[src/rtl/psr_pkg.sv]
package psr_pkg;

  localparam int unsigned PSR_WIDTH_DEF = 9;
  localparam int unsigned PSR_SRCS_DEF  = 2;

  typedef enum logic {
    PSR_MODE_LOAD  = 1'b0,
    PSR_MODE_SHIFT = 1'b1
  } psr_mode_e;

endpackage

[src/rtl/psr_edge_detect.sv]
module psr_edge_detect #(
  parameter int unsigned SRCS = psr_pkg::PSR_SRCS_DEF
) (
  input  logic            clk,
  input  logic            clr,
  input  logic [SRCS-1:0] tick,
  output logic [SRCS-1:0] rise,
  output logic            fire
);

  function automatic logic is_rise(input logic now_v, input logic before_v);
    return now_v & ~before_v;
  endfunction

  for (genvar g = 0; g < SRCS; g++) begin : g_lane
    logic last_r;

    // Reset value 1: a level already high when clear is released is not a rise.
    always_ff @(posedge clk or posedge clr) begin
      if (clr) last_r <= 1'b1;
      else     last_r <= tick[g];
    end

    assign rise[g] = is_rise(tick[g], last_r);

    assert_single_pulse_R3: assert property (
      @(posedge clk) disable iff (clr) rise[g] |=> !rise[g]);
  end

  assign fire = |rise;

endmodule

[src/rtl/psr_next_state.sv]
module psr_next_state #(
  parameter int unsigned WIDTH = psr_pkg::PSR_WIDTH_DEF
) (
  input  psr_pkg::psr_mode_e mode,
  input  logic               ser_in,
  input  logic [WIDTH-1:0]   par_in,
  input  logic [WIDTH-1:0]   cur,
  output logic [WIDTH-1:0]   nxt
);

  localparam int unsigned TOP = WIDTH - 1;

  function automatic logic [WIDTH-1:0] shift_up(input logic [WIDTH-1:0] w,
                                                input logic             s);
    return {w[TOP-1:0], s};
  endfunction

  function automatic logic [WIDTH-1:0] load_word(input logic [WIDTH-1:0] p);
    return p;
  endfunction

  always_comb begin
    unique case (mode)
      psr_pkg::PSR_MODE_SHIFT: nxt = shift_up(cur, ser_in);
      default:                 nxt = load_word(par_in);
    endcase
  end

endmodule

[src/rtl/psr_store.sv]
module psr_store #(
  parameter int unsigned WIDTH = psr_pkg::PSR_WIDTH_DEF
) (
  input  logic             clk,
  input  logic             clr,
  input  logic             load_en,
  input  logic [WIDTH-1:0] nxt,
  output logic [WIDTH-1:0] q
);

  logic [WIDTH-1:0] q_r;

  always_ff @(posedge clk or posedge clr) begin
    if (clr)          q_r <= '0;
    else if (load_en) q_r <= nxt;
  end

  assign q = q_r;

  assert_hold_idle_R3: assert property (
    @(posedge clk) disable iff (clr) !load_en |=> $stable(q_r));

  always @(posedge clk) begin
    if (clr) begin
      assert_clear_hold_R2: assert (q_r == '0);
    end
  end

endmodule

[src/rtl/parity_shift_reg.sv]
module parity_shift_reg #(
  parameter int unsigned WIDTH = psr_pkg::PSR_WIDTH_DEF
) (
  input  logic             clk,
  input  logic             clr,
  input  logic             tick_a,
  input  logic             tick_b,
  input  logic             mode_shift,
  input  logic             ser_in,
  input  logic [WIDTH-1:0] par_in,
  output logic [WIDTH-1:0] q
);

  localparam int unsigned SRCS = 2;
  localparam int unsigned TOP  = WIDTH - 1;

  logic [SRCS-1:0]    tick_vec;
  logic [SRCS-1:0]    rise;
  logic               fire;
  logic [WIDTH-1:0]   nxt;
  psr_pkg::psr_mode_e mode;

  assign tick_vec = {tick_b, tick_a};
  assign mode     = psr_pkg::psr_mode_e'(mode_shift);

  psr_edge_detect #(.SRCS(SRCS)) u_edges (
    .clk  (clk),
    .clr  (clr),
    .tick (tick_vec),
    .rise (rise),
    .fire (fire)
  );

  psr_next_state #(.WIDTH(WIDTH)) u_next (
    .mode   (mode),
    .ser_in (ser_in),
    .par_in (par_in),
    .cur    (q),
    .nxt    (nxt)
  );

  psr_store #(.WIDTH(WIDTH)) u_store (
    .clk     (clk),
    .clr     (clr),
    .load_en (fire),
    .nxt     (nxt),
    .q       (q)
  );

  assert_load_copy_R4: assert property (
    @(posedge clk) disable iff (clr)
    (fire && !mode_shift) |=> (q == $past(par_in)));

  assert_shift_step_R5: assert property (
    @(posedge clk) disable iff (clr)
    (fire && mode_shift) |=>
      (q[0] == $past(ser_in)) && (q[TOP:1] == $past(q[TOP-1:0])));

  assert_dual_single_R6: assert property (
    @(posedge clk) disable iff (clr)
    ((&rise) && mode_shift) |=> (q[TOP:1] == $past(q[TOP-1:0])));

endmodule

[config.mk]
export PLATFORM = sky130hd
export DESIGN_NAME = parity_shift_reg
export DESIGN_NICKNAME = d
export VERILOG_FILES = /design/src/rtl/psr_pkg.sv /design/src/rtl/psr_edge_detect.sv /design/src/rtl/psr_next_state.sv /design/src/rtl/psr_store.sv /design/src/rtl/parity_shift_reg.sv
export SDC_FILE = /design/constraint.sdc
export NUM_CORES = 1
export LEC_CHECK = 0
export BUFFER_PORTS_ARGS = -buffer_cell sky130_fd_sc_hd__buf_2
export CELL_PAD_IN_SITES_DETAIL_PLACEMENT = 1
export CELL_PAD_IN_SITES_GLOBAL_PLACEMENT = 2
export CORE_MARGIN = 3
export CORE_UTILIZATION = 31
export DETAILED_ROUTE_END_ITERATION = 10
export PLACE_DENSITY = 0.88
export RECOVER_POWER = 25
export SLEW_MARGIN = 40
export SYNTH_ARGS = -nofsm -noshare
export SYNTH_HDL_FRONTEND = slang
export SYNTH_SLANG_ARGS = --single-unit
[constraint.sdc]
create_clock -name clk -period 2.4 [get_ports clk]
set_clock_uncertainty 0.05 [all_clocks]
set_input_delay 0.24 -clock clk [delete_from_list [all_inputs] [get_ports clk]]
set_output_delay 0.24 -clock clk [all_outputs]
set_load 0.03 [all_outputs]
# Yosys cells after proc, flatten, opt, wreduce, memory -nomap -nowiden
# Cells that the tools add are included.
# word_totals
in_bits	15
word_cells	9
out_inout_bits	9
register_bits	11
# op_classes
bitwise	4
muxes	1
n_reduce_logical	1
# ops
op	count
two-way mux 9 bit	1
AND 1 bit	2
inverter 1 bit	2
OR reduction 2 bit	1

# Depth between registers and ports, before layout
# Gate-level depths: netlist of run 1.
# logic_depth
word_depth	3
depth_mapped	3
ltp_nobuf	3

# Modules after synthesis
# Synthesis of run 1 repeated with hierarchy kept, for this count alone.
# unflattened
cells_unflattened	36
hier_area_um2	596.8
# modules_own_cells
mod	area_each_um2	cells_per_inst	n_inst	seq_area_each_um2
psr_store	375.4	20	1	225.2
psr_next_state	146.4	10	1	0.0
psr_edge_detect	75.1	6	1	52.6

# Least setup slack after synthesis of run 1
# Ideal clock, no wire load.
# synth_timing
path_type	reg2reg
from	reg u_store.q_r[0] (netlist: u_store.q[0])
to	reg u_store.q_r[1] (netlist: u_store.q[1])
stages_incl_launch_ff	3
period_less_slack_ns	1.189
arrival_time_ns	1.014
n_path_buf	0
required_ns	2.225
setup_ns	0.125
path_slack_ns	1.211
cell_sequence	dfrtp_1 mux2_4 mux2_2
# synth_between
elab_chain_cells	1
# synth_rtl
element	line	text
start: declaration	psr_store.sv:11	logic [WIDTH-1:0] q_r;
start signal: assignment	psr_store.sv:15	else if (load_en) q_r <= nxt;
two-way mux 9 bit	psr_next_state.sv:23	unique case (mode)
# Every way passes these cells.
# A chain may end at the register's enable or synchronous reset.

# Worst setup path after layout of run 1
# layout_timing
from	reg u_edges.g_lane[0].last_r
to	reg u_store.q_r[6] (netlist: u_store.q[6])
# layout_between
elab_chain_cells	3
# layout_rtl
element	line	text
start: declaration	psr_edge_detect.sv:16	logic last_r;
start signal: assignment	psr_edge_detect.sv:21	else last_r <= tick[g];
inverter 1 bit	psr_edge_detect.sv:12	return now_v & ~before_v;
AND 1 bit	psr_edge_detect.sv:12	
OR reduction 2 bit	psr_edge_detect.sv:30	assign fire = |rise;
# Every way passes these cells.

==> metrics.md, run 1 <==
| Metric | Value |
|---|---|
| Slew Limit Headroom | `71.5%` |
| RSZ-0062 raised after global routing | `no` |
| Worst-Margin Slew | `0.428 ns` |
| Mapped Cells | `34` |
| Final Util | `45.7%` |
| Dominant cells by area after synthesis | `dfrtp_1 40%, mux2_4 27%, mux2_2 16%` |
| WL/cell | `12.4 µm` |
| Synth cell count leaders | `10 x mux2_4, 9 x dfrtp_1, 8 x mux2_2` |
| Clock power frac | `20.3%` |
| Status | `complete, no violations` |
| Setup TNS | `0 ns` |
| Switching Fraction | `34.3%` |
| Number of flops mapped to enable cells by yosys | `0` |
| Pre-CTS WS | `1.10 ns` |
| CP startpoint kind | `flip-flop` |
| Nets | `77` |
| Top delay family on crit path | `flip-flops` |
| Initial antenna violation count | `0` |
| Async set-reset flop share out of synthesis | `100%` |
| Setup Buffers After CTS | `0` |
| Part of the Yosys area used for sequential elements | `49.6%` |
| Die X | `48.5 µm` |
| Slew Limit Fails | `0` |
| Synthesized cell area | `561 µm²` |
| Gr ovfl total | `0` |
| Gr usage total | `10.4%` |
| Antenna diodes | `0` |
| Largest area contributor in the synthesized netlist | `dfrtp_1` |
| CP Depth | `2` |
| VDD IR max | `0.325 mV` |
| Critical-path top delay cell | `dfstp_2` |
| Final antenna-violating net count | `0` |
| IO buf count | `23` |
| Count leader, synth | `mux2_4` |
| Number of global-route vias before repair | `419` |
| First-pass GRT wire length | `1890 µm` |
| Comb power frac | `37.4%` |
| Std cell rows | `14` |
| Area Growth Syn to Fin | `29.9%` |
| Final setup margin | `1.17 ns` |
| Reg power frac | `42.3%` |
| Crit end category | `flip-flop` |
| CP bufs+invs | `0` |
| Final hold violation count | `0` |
| Clk Latency, worst-skew pair | `0.26 ns` |
| Final setup viols | `0` |
| Routability cong. | `0.623` |
| Max Cap Viol | `0` |
| Pre-antenna DRT Iters | `1` |
| Root buf cell | `clkbuf_4` |
| Seq cells post-synth | `11` |
| Worst-path clk slew | `0.07 ns` |
| Die Y | `48.5 µm` |
| Maximum clock path buffer count | `2` |
| Switching pwr | `0.205 mW` |
| Core ar. | `1590 µm²` |
| Ports | `24` |
| Htree depth | `1` |
| DIE AREA | `2350 µm²` |
| Clk sinks | `11` |
| CP Max Fanout | `9` |
| Worst Hold Depth | `1` |
| Total wire length | `1050 µm` |
| Top FF cell, synth | `dfrtp_1` |
| Max Clock Freq | `812 MHz` |
| CP Data Required Time | `2.49 ns` |
| Cell Pwr Density | `820 nW/µm²` |
| Critical path, cell by cell | `o22ai_4, mux2_2` |
| DR DRC count | `0` |
| Share of layout cells above drive strength 1 | `73.8%` |
| Final min period | `1.23 ns` |
| Hold Path Class | `primary input to flip-flop` |
| Synth cell types | `7` |
| Initial core utilization | `35.2%` |
| Pleak | `0.364 nW` |
| Tcrit/Tclk final | `51.3%` |
| Synth warnings | `0` |
| CTS tree | `built` |
| Drt first-iter violations | `0` |
| P_int | `0.392 mW` |
| Reg2reg path depth | `2` |
| Syn nets | `49` |
| Hold-fix buffers, CTS | `1` |
| Mapped Avg Cell Area | `16.5 µm²` |
| Vias per cell | `4.36` |
| Yosys top cell area share | `40.2%` |
| Critical Path Max Stage Delay | `0.38 ns` |
| Arr. time, crit path | `1.32 ns` |
| CP Class | `flip-flop to flip-flop` |
| Vias | `371` |
| Post-CTS resize count | `0` |
| Largest net degree at the start of global routing | `12` |
| CTS buffer count | `3` |
## cell usage in the layout, fill, tap and decap left out
cell type and n:
buf_2 21, mux2_4 10, dfrtp_1 9, mux2_2 8
inv_1 3, clkbuf_4 3, clkbuf_1 3, dfstp_2 2
o22ai_4 1, dlygate4sd3_1 1
## worst paths after layout
path                       slack [ns]                     start                       end
min in group asynchronous        0.47                       clr              u_store.q[4]
min reg2reg                      0.46              u_store.q[8]              u_store.q[8]
max                              1.17  u_edges.g_lane[0].last_r              u_store.q[6]
min                              0.02                    tick_b  u_edges.g_lane[1].last_r
max reg2reg                      1.17  u_edges.g_lane[0].last_r              u_store.q[6]
max in group asynchronous        1.50                       clr  u_edges.g_lane[1].last_r
## state kept, by name, summed over array words and instances (netlist names)
| register | cells |
|---|---|
| u_store.q | 9 |
| u_edges.g_lane.last_r | 2 |
## metal layers
layer | GRT usage, % | routed length, µm | up-vias
met3 | 3.37 | 68 | 0
met1 | 11.8 | 453 | 183
met4 | 4.27 | 0 | 0
li1 | - | - | 174
met5 | 0 | 0 | -
met2 | 17.9 | 528 | 14
## final cells by class
type / count / area (µm²)
Tap cell: 24 / 30.0
Clock buffer: 4 / 26.3
Timing Repair Buffer: 24 / 123
Multi-Input combinational cell: 19 / 260
Fill cell: 178 / 866
Inverter: 3 / 11.3
Sequential cell: 11 / 278
## cell families after synthesis
kind of cell | synth area share [%]
multiplexers | 42.9
flip-flops | 49.6
AO/OA/AOI/OAI | 3.57
buffers and inverters | 4.02
## power by group through the flow
stage	registers, mW	logic [mW]	clock network, mW
floorplan	0.329	0.0901	0
global placement	0.257	0.222	0
detailed placement	0.257	0.225	0
CTS	0.254	0.227	0.128
global route	0.260	0.238	0.135
finish	0.252	0.224	0.121
## through the flow
stage               instance area [µm²]  total power [mW]  hold WS (ns)  instances
floorplan                           561             0.419        0.0410         34
global placement                    694             0.479         0.199         80
detailed placement                  694             0.482         0.205         80
CTS                                 731             0.609        0.0276         85
global route                        728             0.633        0.0213         85
finish                              728             0.597        0.0184         85
(Power assumes the default switching activity.)
==> run 2, diff against run 1 <==
Settings changed: CORE_UTILIZATION 31 to 26, PLACE_DENSITY 0.88 to 0.8.
Clock period 2.4 ns to 1.08 ns, I/O delays scaled along.
==> run 2 against run 1 <==
  * Non-clock buffer count rose by 15
  * Largest cell class is now non-clock buffers
  * Largest power group is now combinational logic
  * Sequential share of layout area fell by 8.7 points
  * Count of clock-buffer cells in the layout did not move
  * The flow now finishes with violations (negative setup slack)
==> metrics.md, run 2 (same netlist as run 1, synthesis figures left out) <==
| Metric | Value |
|---|---|
| Reg power frac | `33.3% (-9.0 points)` |
| Routability cong. | `0.725 (+16%)` |
| FF+latch area | `288 µm² (+3.6%)` |
| Largest net degree at the start of global routing | `12 (unchanged)` |
| Comb power frac | `50.5% (+13 points)` |
| Std cell rows | `16 (+2)` |
| Most common cell after layout, fill and taps aside | `buf_6` |
| Core ar. | `2000 µm² (+26%)` |
| CP startpoint kind | `flip-flop` |
| CTS tree | `built` |
| Worst-path clk slew | `0.07 ns (about the same)` |
| Max Cap Viol | `0 (unchanged)` |
| Tcrit/Tclk final | `114% (+62 points)` |
| Final antenna-violating net count | `0 (unchanged)` |
| Failing checks | `negative setup slack` |
| Post-DP Area | `776 µm² (+12%)` |
| Crit end category | `flip-flop` |
| P_int | `1.18 mW (+200%)` |
| Final Util | `48.8% (+3.1 points)` |
| Pre-CTS WS | `-0.191 ns (-1.29 ns)` |
| VDD IR max | `0.821 mV (+150%)` |
| Slew Limit Headroom | `70.7% (-0.74 points)` |
| Pleak | `0.487 nW (+34%)` |
| Final min period | `1.23 ns (-0.00311 ns)` |
| Maximum clock path buffer count | `2 (unchanged)` |
| Area of the multi-input gates | `283 µm² (+8.7%)` |
| Arr. time, crit path | `1.32 ns (about the same)` |
| Final setup viols | `11 (+11)` |
| Status | `finished, violations left` |
| Critical Path Max Stage Delay | `0.54 ns (+0.16 ns)` |
| Antenna diodes | `0 (unchanged)` |
| DIE AREA | `2750 µm² (+17%)` |
| Final hold violation count | `0 (unchanged)` |
| Slew Limit Fails | `0 (unchanged)` |
| Design area | `977 µm² (+34%)` |
| Share of layout cells above drive strength 1 | `89.5% (+16 points)` |
| Setup TNS | `-1.20 ns (-1.20 ns)` |
| Gr usage total | `11.6% (+1.2 points)` |
| Gr ovfl total | `0 (unchanged)` |
| Max Clock Freq | `815 MHz (+0.25%)` |
| WL/cell | `12.4 µm (+0.66%)` |
| Top delay family on crit path | `flip-flops` |
| Nets | `92 (+19%)` |
| Clk sinks | `11 (unchanged)` |
| DR DRC count | `0 (unchanged)` |
| Max FFs per register | `9 (unchanged)` |
| Die Y | `52.4 µm (+8.1%)` |
| Worst-Margin Slew | `0.439 ns (+0.0110 ns)` |
| CP bufs+invs | `1 (+1)` |
| Drt first-iter violations | `1 (+1)` |
| Clock power frac | `16.2% (-4.1 points)` |
| FF-to-FF setup slack | `-0.15 ns (-1.32 ns)` |
| CP Class | `flip-flop to flip-flop` |
| Fillers | `233 (+31%)` |
| Area Growth Syn to Fin | `74.3%` |
| Number of global-route vias before repair | `501 (+20%)` |
| First-pass GRT wire length | `2300 µm (+22%)` |
| CP Max Fanout | `4 (-5)` |
| RSZ-0062 raised after global routing | `yes` |
| CTS buffer count | `3 (unchanged)` |
| Root buf cell | `clkbuf_4` |
| Pre-antenna DRT Iters | `2 (+1)` |
| Ports | `24 (unchanged)` |
| Initial core utilization | `28.0% (-7.2 points)` |
| Most frequent cells in the layout | `17 x buf_6, 16 x mux2_4, 14 x buf_2, 8 x dfrtp_2, 4 x buf_4` |
| Initial antenna violation count | `0 (unchanged)` |
| Cell Pwr Density | `1760 nW/µm² (+120%)` |
| IO buf count | `23 (unchanged)` |
| Clk Latency, worst-skew pair | `0.26 ns (about the same)` |
| Hold_ws | `0.0120 ns (-0.00641 ns)` |
| Htree depth | `1 (unchanged)` |
| Critical path, cell by cell | `o22ai_4, buf_12, mux2_4` |
| Final setup margin | `-0.148 ns (-1.32 ns)` |
| CP Data Required Time | `1.17 ns (-1.32 ns)` |
| Hold Path Class | `primary input to flip-flop` |
| Post-DP HPWL | `889 µm` |
| Critical-path top delay cell | `dfstp_2` |
| Switching pwr | `0.543 mW (+160%)` |
| Vias per cell | `4.19 (-3.9%)` |
| Die X | `52.4 µm (+8.1%)` |
| Switching Fraction | `31.5% (-2.8 points)` |
| Vias | `432 (+16%)` |
| Total wire length | `1280 µm (+22%)` |
==> run 2: cell count changes in the layout (fill, tap and decap cells not counted) <==
cell | before | now
buf_12 | 0 | 1
buf_2 | 21 | 14
buf_4 | 0 | 4
buf_6 | 0 | 17
clkbuf_1 | 3 | 2
dfrtp_1 | 9 | 1
dfrtp_2 | 0 | 8
dlygate4sd3_1 | 1 | 2
mux2_2 | 8 | 2
mux2_4 | 10 | 16
==> run 2: path summary, 6_finish.rpt <==
path / start / to / cells past startpoint
max: u_edges.g_lane[0].last_r / u_store.q[6] / 3
min: tick_a / u_edges.g_lane[0].last_r / 2
max reg2reg: u_edges.g_lane[0].last_r / u_store.q[6] / 3
min reg2reg: u_store.q[8] / u_store.q[8] / 1
max in group asynchronous: clr / u_edges.g_lane[1].last_r / 3
min in group asynchronous: clr / u_store.q[5] / 3
==> run 2: layout make-up <==
class	count	share of cell area, %
Sequential cell	11	29.4
Inverter	3	1.15
Clock buffer	4	2.69
Multi-Input combinational cell	19	28.9
Timing Repair Buffer	39	34.3
Tap cell	27	3.46
==> run 2: routing by layer <==
layer  vias up  GRT usage [%]  wire length (µm)
met4         0           5.11                 0
met2        19           18.2               654
met5         -              0                 0
met3         0           3.70               105
met1       210           14.4               521
li1        203              -                 -
==> run 2: per-stage QoR <==
stage | std cells | power [mW]
floorplan | 34 | 0.947
global placement | 92 | 1.18
detailed placement | 92 | 1.19
CTS | 103 | 1.73
global route | 103 | 1.82
finish | 103 | 1.72
==> run 2: repair_timing <==
action                                  CTS  global route
pin swaps                                 1             1
hold buffers                              2             0
resized for setup                        29             2
buffers inserted                          5             0
endpoints found under the hold margin    10             0
endpoints found under the setup margin   17            17
==> run 2: power groups by stage <==
stage	clock network, mW	logic [mW]	registers (mW)
floorplan	0	0.200	0.747
global placement	0	0.617	0.562
detailed placement	0	0.625	0.567
CTS	0.293	0.858	0.574
global route	0.302	0.925	0.591
finish	0.279	0.870	0.574
==> run 2: worst register-to-register path, delay by kind of cell (launching register included) <==
family	cells	cell delay (ns)
AOI/OAI and AO/OA	1	0.09
buffers and inverters	1	0.14
DFF	1	0.54
muxes	1	0.29
==> run 3, diff against run 2 <==
Settings changed: ABC_AREA set to 1, CORE_UTILIZATION 26 to 21.
==> run 3 against run 2 <==
  * The run now ends clean
  * Synthesized cell count grew 110%
  * Sequential cell count did not move
  * First-iteration DRC count up 100%
  * Routed wire length increased by 20%
  * Cell count rose by 31%
  * Global-route usage decreased by 2.0 points
  * Largest power group is now sequential cells
==> metrics.md, run 3 <==
| Metric | Value |
|---|---|
| Status | `complete, no violations` |
| Mapped Cells | `73 (+110%)` |
| Largest area contributor in the synthesized netlist | `dfrtp_1` |
| Number of flops mapped to enable cells by yosys | `0 (unchanged)` |
| Share of layout cells above drive strength 1 | `41.0% (-49 points)` |
| Seq cells post-synth | `11 (unchanged)` |
| Final hold violation count | `0 (unchanged)` |
| Reg-to-reg critical path startpoint | `u_edges.g_lane[0].last_r` |
| Max Clock Freq | `938 MHz (+15%)` |
| CP startpoint kind | `primary input` |
| CP Class | `primary input to flip-flop` |
| Syn nets | `88 (+80%)` |
| Worst-Margin Slew | `0.427 ns (-0.0116 ns)` |
| Post-DP HPWL | `1160 µm (+30%)` |
| Arr. time, crit path | `1.17 ns (-0.15 ns)` |
| Number of global-route vias before repair | `543 (+8.4%)` |
| Final antenna-violating net count | `0 (unchanged)` |
| Synth cell count leaders | `45 x nand2_1, 9 x dfrtp_1, 9 x nand3_1` |
| Synthesized cell area | `556 µm² (-0.89%)` |
| Synth warnings | `0 (unchanged)` |
| Hold Path Class | `primary input to flip-flop` |
| Drt first-iter violations | `2 (+1)` |
| Hold_sp | `par_in[3]` |
| Crit end category | `flip-flop` |
| Maximum clock path buffer count | `2 (unchanged)` |
| Post-DP Area | `712 µm² (-8.2%)` |
| Most frequent cells in the layout | `43 x nand2_1, 21 x buf_2, 9 x dfrtp_1, 5 x nand3_2` |
| CP Data Required Time | `1.18 ns (about the same)` |
| WL/cell | `11.4 µm (-8.6%)` |
| Reg2Reg Capture Point | `u_store.q[7]` |
| Hold EP | `u_store.q[3]` |
| Pre-antenna DRT Iters | `2 (unchanged)` |
| CTS buffer count | `3 (unchanged)` |
| Max FFs per register | `9 (unchanged)` |
| VDD IR max | `0.457 mV (-44%)` |
| Slew Limit Headroom | `71.5% (+0.78 points)` |
| Tcrit/Tclk final | `98.7% (-15 points)` |
| Mapped Avg Cell Area | `7.61 µm² (-54%)` |
| Initial core utilization | `22.2% (-5.8 points)` |
| Part of the Yosys area used for sequential elements | `50.0% (+0.45 points)` |
| Worst Hold Depth | `5 (+3)` |
| Htree depth | `1 (unchanged)` |
| DR DRC count | `0 (unchanged)` |
| Worst-path clk slew | `0.07 ns (about the same)` |
| CTS tree | `built` |
| Largest net degree at the start of global routing | `12 (unchanged)` |
| Std cell rows | `18 (+2)` |
| Ports | `24 (unchanged)` |
| Nets | `121 (+32%)` |
| Slew Limit Fails | `0 (unchanged)` |
| Vias | `581 (+34%)` |
| Top FF cell, synth | `dfrtp_1` |
| Gr usage total | `9.57% (-2.0 points)` |
| Final min period | `1.07 ns (-0.162 ns)` |
| RSZ-0062 raised after global routing | `yes` |
| Fillers | `317 (+36%)` |
| Antenna diodes | `0 (unchanged)` |
| Initial antenna violation count | `0 (unchanged)` |
| Count leader, synth | `nand2_1` |
| Final setup viols | `0 (-11)` |
| Setup TNS | `0 ns (+1.20 ns)` |
| Overall Power | `1.17 mW (-32%)` |
| Pleak | `0.476 nW (-2.3%)` |
| Gr ovfl total | `0 (unchanged)` |
| Synth cell types | `10 (+3)` |
| First-pass GRT wire length | `2420 µm (+4.8%)` |
| CP Max Fanout | `6 (+2)` |
| Cell Pwr Density | `1380 nW/µm² (-21%)` |
| Root buf cell | `clkbuf_4` |
| IO buf count | `23 (unchanged)` |
| Pre-CTS WS | `0.00110 ns (+0.192 ns)` |
| Dominant cells by area after synthesis | `dfrtp_1 41%, nand2_1 30%, dfstp_2 9.5%` |
| Vias per cell | `4.30 (+2.6%)` |
| Die Y | `57.4 µm (+9.5%)` |
| Clk sinks | `11 (unchanged)` |
| Max Cap Viol | `0 (unchanged)` |
| FF-to-FF setup slack | `0.03 ns (+0.18 ns)` |
| Core ar. | `2500 µm² (+25%)` |
| DIE AREA | `3300 µm² (+20%)` |
| Final setup margin | `0.0140 ns (+0.162 ns)` |
| Area Growth Syn to Fin | `51.8%` |
| Yosys top cell area share | `40.5% (+0.36 points)` |
| Die X | `57.4 µm (+9.5%)` |
| Design area | `843 µm² (-14%)` |
| Total wire length | `1540 µm (+20%)` |
| Most common cell after layout, fill and taps aside | `nand2_1` |
| Routability cong. | `0.759 (+4.7%)` |
| Reg2reg path depth | `5 (+2)` |
| Async set-reset flop share out of synthesis | `100% (unchanged)` |
| Clk Latency, worst-skew pair | `0.26 ns (about the same)` |
run 3: metrics by stage:
step                      instances  util, %  hold WS [ns]
final                           135     33.7        0.0815
after global routing            135     33.7        0.0974
after CTS                       135     31.5        0.0792
after detailed placement        127     28.5        0.0770
after global placement          127     28.5        0.0688
after floorplan                  73        -       -0.0910
run 3: worst max-delay path, stage by stage:
cell	delay (ns)
dlygate4sd3_1	0.52
buf_2	0.17
nand2_8	0.10
buf_12	0.14
nand3_1	0.08
nand2_1	0.05
run 3: layout make-up:
cell class,instances,area [µm²],area share [%]
tap,30,37.5,4.45
clock buffer,4,26.3,3.12
inverter,4,17.5,2.08
sequential,11,278,32.9
multi-input combinational,57,295,35.0
timing repair buffer,29,189,22.4
run 3: power breakdown:
part / leakage, nW / internal (mW) / switching, mW
Sequential: 0.135 / 0.471 / 0.0473
Clock: 0.0150 / 0.142 / 0.131
Combinational: 0.326 / 0.136 / 0.240
run 3: logic make-up after synthesis:
| group | count (synthesis) | share of synthesized area (%) |
|---|---|---|
| and+or+nand+nor | 57 | 45.3 |
| DFF | 11 | 50.0 |
| buffers and inverters | 5 | 4.73 |
run 3: how the worst max path moves through the flow:
stage,startpoint,to,slack [ns]
final,tick_a,u_store.q[7],0.01
after floorplan,u_edges.g_lane[1].last_r,u_store.q[6],0.06
after CTS,u_edges.g_lane[0].last_r,u_store.q[8],0.02
after global placement,u_edges.g_lane[0].last_r,u_store.q[5],0.03
after detailed placement,u_edges.g_lane[0].last_r,u_store.q[8],0.001
after global routing,u_edges.g_lane[0].last_r,u_store.q[4],-0.03
run 3: metal layers:
metal  GRT usage (%)  routed length [µm]
met3            2.26                  92
met4            2.98                   0
met5               0                   0
met1            12.2                 651
met2            16.0                 792
run 3: what timing repair did:
item                                   in CTS  in global routing
resized for setup                           1                 14
setup endpoints to repair                   1                  9
endpoints found under the hold margin      11                  0
hold buffers                                3                  0
gates cloned                                0                  0
buffers inserted                            1                  0
pin swaps                                   1                  7
